## src/rtl/uart_rx_fifo.sv

```systemverilog
module uart_rx_fifo #(
  parameter int DEPTH     = 16,
  parameter int TOUT_BITS = 32
) (
  input  logic       clk,
  input  logic       rst_n,
  input  logic       rx_en,
  input  logic       fifo_rst,
  input  logic       tout_en,
  input  logic [1:0] trig_sel,
  input  logic       bit_tick,
  input  logic       in_valid,
  input  logic [7:0] in_data,
  input  logic       in_parity_err,
  input  logic       in_frame_err,
  input  logic       in_break,
  input  logic       data_rd,
  output logic [7:0] rd_data,
  output logic [3:0] rd_err,
  output logic [8:0] fifo_stat,
  input  logic [1:0] int_clr,
  output logic [1:0] int_stat,
  output logic       irq
);
  localparam int AW  = $clog2(DEPTH);
  localparam int TW  = $clog2(TOUT_BITS + 1);
  localparam int QTR = DEPTH / 4;

  logic [11:0]   mem [DEPTH];
  logic [AW:0]   wp, rp, cnt, lvl;
  logic          full, empty, push, drop, pop, flush, ovr_pend;
  logic [TW-1:0] idle;
  logic          int_trig, int_tout, tout_evt;

  assign cnt   = wp - rp;
  assign full  = cnt == (AW+1)'(DEPTH);
  assign empty = cnt == '0;
  assign flush = !rx_en || fifo_rst;
  assign push  = rx_en && in_valid && !full;
  assign drop  = rx_en && in_valid && full;
  assign pop   = rx_en && data_rd && !empty;
  assign lvl   = (AW+1)'((int'(trig_sel) + 1) * QTR);

  assign rd_data   = mem[rp[AW-1:0]][7:0];
  assign rd_err    = mem[rp[AW-1:0]][11:8];
  assign fifo_stat = {full, (8-AW)'(0), cnt[AW-1:0]};
  assign int_stat  = {int_tout, int_trig};
  assign irq       = int_tout | int_trig;

  always_ff @(posedge clk)
    if (push && !fifo_rst)
      mem[wp[AW-1:0]] <= {in_break, in_frame_err, in_parity_err, ovr_pend, in_data};

  always_ff @(posedge clk or negedge rst_n)
    if (!rst_n) begin
      wp <= '0; rp <= '0; ovr_pend <= 1'b0;
    end else if (flush) begin
      wp <= '0; rp <= '0; ovr_pend <= 1'b0;
    end else begin
      if (push) begin
        wp <= wp + 1'b1;
        ovr_pend <= 1'b0;
      end
      if (drop) ovr_pend <= 1'b1;
      if (pop)  rp <= rp + 1'b1;
    end

  assign tout_evt = rx_en && tout_en && !in_valid && bit_tick && idle == TW'(TOUT_BITS - 1);

  always_ff @(posedge clk or negedge rst_n)
    if (!rst_n) idle <= '0;
    else if (!rx_en || !tout_en || in_valid) idle <= '0;
    else if (bit_tick && idle != TW'(TOUT_BITS)) idle <= idle + 1'b1;

  always_ff @(posedge clk or negedge rst_n)
    if (!rst_n) begin
      int_trig <= 1'b0; int_tout <= 1'b0;
    end else begin
      int_trig <= (rx_en && cnt >= lvl) | (int_trig & ~int_clr[0]);
      int_tout <= tout_evt | (int_tout & ~int_clr[1]);
    end


  cnt_bound_chk: assert property (@(posedge clk) disable iff (!rst_n) cnt <= (AW+1)'(DEPTH));

  empty_pop_chk: assert property (@(posedge clk) disable iff (!rst_n)
    rx_en && empty && data_rd && !in_valid |=> empty);

  full_drop_chk: assert property (@(posedge clk) disable iff (!rst_n)
    rx_en && full && in_valid && !data_rd && !fifo_rst |=> full);

  disable_flush_chk: assert property (@(posedge clk) disable iff (!rst_n) !rx_en |=> empty);

  tout_gate_chk: assert property (@(posedge clk) disable iff (!rst_n)
    !int_tout && !tout_en |=> !int_tout);
endmodule

```

## config.mk

```make
export PLATFORM = sky130hd
export DESIGN_NAME = uart_rx_fifo
export DESIGN_NICKNAME = d
export VERILOG_FILES = /design/src/rtl/uart_rx_fifo.sv
export SDC_FILE = /design/constraint.sdc
export NUM_CORES = 1
export LEC_CHECK = 0
export BUFFER_PORTS_ARGS = -buffer_cell sky130_fd_sc_hd__buf_2
export CAP_MARGIN = 20
export CORE_ASPECT_RATIO = 0.8
export CORE_MARGIN = 2
export CORE_UTILIZATION = 60
export DETAILED_ROUTE_END_ITERATION = 6
export PLACE_DENSITY = 0.78
export SLEW_MARGIN = 10
export SYNTH_ARGS = -nofsm -noshare
export SYNTH_HDL_FRONTEND = slang
export SYNTH_SLANG_ARGS = --single-unit
```

## constraint.sdc

```tcl
create_clock -name clk -period 5.4 [get_ports clk]
set_input_delay 0.54 -clock clk [delete_from_list [all_inputs] [get_ports clk]]
set_output_delay 0.54 -clock clk [all_outputs]
set_load 0.01 [all_outputs]
```

* Word level (Yosys, flattened, before mapping) *
Memory sizes are Yosys's and may differ from the RTL's.
Cells that the tools add are included.

word-level totals
  memories kept = 1
  output and inout port bits = 24
  bits in registers = 19
  memory bits (writable) = 192
  logic and storage cells = 60

cells by class
  magnitude comparators = 1
  muxes and demuxes = 11
  bitwise logic cells = 7
  add/sub/neg operators = 5
  reduce and logical (&&, ||, !) cells = 26
  eq/ne operators = 3

memories
  memory  depth  width  rd ports  clocked after Yosys merged registers in  wr ports  line  RTL
  mem     16     12     1         0                                        1         29    logic [11:0] mem [DEPTH];

operators by type and width
  cell                                                              number
  5-bit 2-to-1 mux                                                  4
  1-bit logical AND                                                 12
  6-bit 2-to-1 mux                                                  2
  5-bit by 1-bit adder with 5-bit output (second input constant)    2
  6-bit by 1-bit adder with 6-bit output (second input constant)    1
  6-bit by 5-bit == test with 1-bit output (second input constant)  1
  1-bit zero test                                                   6
  6-bit inequality test (second input constant)                     1
  2-bit nonzero test                                                3
  5-bit == test (second input constant)                             1
  5-bit greater-or-equal comparator                                 1
  5-bit zero test                                                   1
  1-bit 2-to-1 mux                                                  5
  5-bit subtractor                                                  1
  2-bit by 1-bit adder with 3-bit output (second input constant)    1
  1-bit logical OR                                                  3
  1-bit bitwise OR                                                  3
  3-bit nonzero test                                                1
  1-bit AND                                                         2
  1-bit NOT                                                         2

* Depth between registers and ports, before layout *
  depth after elaboration = 7
  mapped depth = 12
  mapped depth without buffers = 10

* Worst setup path before layout *
OpenSTA, ideal clock, no wires.

  path kind = register to register
  from = reg rp[2]
  to = mem mem[0][0] (enable)
  arrival = 3.451 ns
  slack = 1.536 ns
  buffers on the path = 3
  cell stages (with the launch flop) = 12
  cells stage by stage = dfrtp_1 clkbuf_1 inv_1 clkbuf_1 ha_1 xor2_2 inv_2 a211o_1 nand2_4 a21bo_1 buf_6 nor4_1

on the way
  word-level cells in the longest chain between the ends = 7

ends and longest elaborated chain
  item                                    line  RTL
  start, declared                         30    logic [AW:0] wp, rp, cnt, lvl;
  start signal, assigned                  65    if (pop) rp <= rp + 1'b1;
  5-bit subtractor                        35    assign cnt = wp - rp;
  net fifo_stat[2]                        20    output logic [8:0] fifo_stat,
  5-bit == test                           36    assign full = cnt == (AW+1)'(DEPTH);
  1-bit zero test                         39    assign push = rx_en && in_valid && !full;
  1-bit logical AND                       39
  1-bit logical AND                       51    if (push && !fifo_rst)
  1-bit 2-to-1 mux                        51
  1-bit 2-to-1 mux (not written as such)  52    mem[wp[AW-1:0]] <= {in_break, in_frame_err, in_parity_err, ovr_pend, in_data};
  end, declared                           29

The timed path passes the listed nets, and every way through them passes these cells.

* Worst setup path after layout *
  from = reg rp[3]
  to = mem mem[3][3] (enable)

on the way
  word-level cells in the longest chain between the ends = 7

ends and longest elaborated chain
  item                                    line
  5-bit subtractor                        35
  5-bit == test                           36
  1-bit zero test                         39
  1-bit logical AND                       39
  1-bit logical AND                       51
  1-bit 2-to-1 mux                        51
  1-bit 2-to-1 mux (not written as such)  52

No other way between the ends.

==> results.yml <==
run_status:
  outcome: "completed"
synthesis:
  synth_top_flop_cell: "edfxtp_1"
  yosysSeqAreaShare_pct: 70.8
  synth_cell_types: 44
  async_reset_ff_share_pct: 9.00
  synth_edf_count: 192
  ys_warn_count: 0
  syn_avg_cell_area_um2: 17.3
  ys_top_cells_by_area: "edfxtp_1 65%, mux4_2 12%, dfrtp_1 5.4%"
  synthCells: 509
  synth_area_um2: 8810
  ys_ff_latch: 211
  yosys.cell_count.top_type: "edfxtp_1"
  synth_top_area_cell: "edfxtp_1"
  netlist_top_cells_count: "192 x edfxtp_1, 69 x nand2_1, 48 x mux4_2, 19 x dfrtp_1, 15 x inv_1"
  netlist.area_leader.share_pct: 65.4
power_and_ir_drop:
  power.internal_mw: 2.67
  pwr-share-comb_pct: 5.8
  leakage_nw: 3.41
  p_switching_uw: 686
  pwr-share-clk_pct: 40.7
  p_total_mw: 3.35
  netSwitchingFraction_pct: 20.5
  power_per_cell_area_nw_per_um2: 336
  seqPwrFrac_pct: 53.5
  ir_worst_vdd_mv: 0.245
grt:
  overflow: 0
  groute.usage.overall_pct: 25.3
  grt_pass1_wl_um: 29300
  grt_antenna_before_repair: 0
  grt_max_degree: 53
  grt_pass1_vias: 4839
place:
  detailedPlace.worstSlack_ns: 1.65
  place_inst: 727
  port_buffers: 42
  place_congestion: 0.875
  hpwl_um: 11900
  placed_cell_area_um2: 9330
job:
  drv_cap: 0
final_layout:
  layout.nets: 603
  area_growth_pct: 13.0
  drive_gt1_share_pct: 28.1
  final_area_um2: 9960
  post-route-util_pct: 69.7
  fin_cells: 761
  num_antenna_cells: 0
drt:
  via_per_inst: 6.42
  antenna_left: 0
  first_iter_violations: 602
  remaining_drc_errors: 0
  num_vias: 4887
  post_drt_wl_per_cell_um: 24.8
  drt_wl_total_um: 18900
  first_pass_iters: 5
timing:
  relSlewSlack_pct: 33.6
  fmax_ghz: 0.263
  finalCritPeriodShare_pct: 70.3
  skew_ns: 0.00717
  finalSetupTns_ns: 0
  rsz0062_at_grt: "no"
  setup_ws_ns: 1.60
  fin_hold_ws_ns: 0.00320
  period_minus_slack_ns: 3.80
  setup_viol: 0
  worst_pin_slew_ns: 0.992
  slew_violations: 0
  hold_violations: 0
clock_network:
  cts_tree: "yes"
  hold_buffers: 0
  clk_latency_ns: 0.49
  clockBufferDepth: 3
  cts_setup_buffers: 0
  cts_buffers: 20
  cts_resized: 0
  cts_max_level: 1
  clkTransAtPathRegs_ns: 0.06
  cts_sinks: 211
  cts_root_buffer: "clkbuf_16"
hold_path:
  min_path_type: "input pin to async pin"
floorplanning:
  die_area_um2: 15700
  rows: 39
  pin_count: 47
  start_util_pct: 61.7
  die_w_um: 140
  core_area_um2: 14300
  die_h_um: 112
critical_path:
  start_kind: "register"
  path_class: "register to register"
  cp-end-kind: "register"
  cp.arrival_ns: 3.99
  rr_worst_depth: 8
  critPathMaxFanout: 19
  crit_required_ns: 5.59
[worst max-delay path, cell delays in order, from the launching register on]
cell	delay (ns)
dfrtp_1	0.59
inv_1	0.31
ha_1	0.43
and3b_1	0.21
nand4_1	0.17
nand2_4	0.11
a21bo_1	0.51
nor4_2	0.85
buf_4	0.31
[logic make-up (layout without fill, tap and decap cells)]
family                   Yosys count  after routing  share of synthesized area, %
flip-flops                       211            211                          70.8
AND/OR/NAND/NOR                  135            135                          7.32
multiplexers                      59             59                          13.5
buffers and inverters             47            112                          2.68
AO/OA/AOI/OAI                     31             31                          2.33
adder cells (fa/ha/maj)           16             16                          2.33
XOR/XNOR                           9              9                         0.979
other                              1              4                        0.0425
[power groups by stage]
stage | Combinational (mW) | Sequential [mW] | Clock, mW
floorplan | 0.131 | 1.83 | 0
global placement | 0.187 | 1.83 | 0
detailed placement | 0.195 | 1.83 | 0
CTS | 0.197 | 1.79 | 1.38
global route | 0.214 | 1.79 | 1.45
finish | 0.196 | 1.79 | 1.36
[state kept, by name, summed over array words and instances, names as in the netlist]
name / count
mem: 192
idle: 6
rp: 5
wp: 5
int_tout: 1
int_trig: 1
ovr_pend: 1
[placed cells by master (no fill, tap or decap), types with 2 or more instances in the layout]
master / netlist / layout
a21oi_1: 9 / 9
a31oi_1: 12 / 12
and3_1: 12 / 12
buf_2: 3 / 42
buf_4: 11 / 20
bufinv_16: 0 / 2
clkbuf_1: 14 / 2
clkbuf_16: 0 / 21
clkinv_1: 0 / 4
clkinv_2: 0 / 4
conb_1: 1 / 4
dfrtp_1: 19 / 18
edfxtp_1: 192 / 192
ha_1: 14 / 14
inv_1: 15 / 15
mux2i_1: 11 / 11
mux4_2: 48 / 48
nand2_1: 69 / 69
nand2b_1: 8 / 8
nand3_1: 2 / 2
nand3b_1: 2 / 2
nand4_1: 6 / 6
nor2_1: 9 / 9
nor3_2: 0 / 12
nor4_2: 0 / 4
o21ai_0: 2 / 2
or3_1: 6 / 6
xnor2_1: 3 / 3
xor2_1: 5 / 5
[final cells by class]
| type | count | area (um^2) |
|---|---|---|
| Clock buffer | 23 | 533 |
| Clock inverter | 11 | 103 |
| Fill cell | 879 | 4330 |
| Inverter | 16 | 60.1 |
| Multi-Input combinational cell | 254 | 2430 |
| Sequential cell | 211 | 6240 |
| Tap cell | 184 | 230 |
| Timing Repair Buffer | 62 | 360 |
[worst paths after layout]
check	slack (ns)	to	startpoint
max reg2reg	1.60	mem[3][3]	rp[3]
min	0.003	ovr_pend	rst_n
max in group asynchronous	5.03	rp[0]	rst_n
min reg2reg	0.58	int_trig	int_trig
min in group clk	0.25	int_trig	int_clr[0]
max	1.60	mem[3][3]	rp[3]
[layer usage]
metal / vias up / track usage [%] / routed length (um)
li1: 2074 / - / -
met1: 2532 / 38.6 / 7870
met2: 242 / 39.3 / 9120
met3: 39 / 3.75 / 1330
met4: 0 / 6.94 / 546
met5: - / 0 / 0
Note: power is estimated with default switching activity, not from simulation.
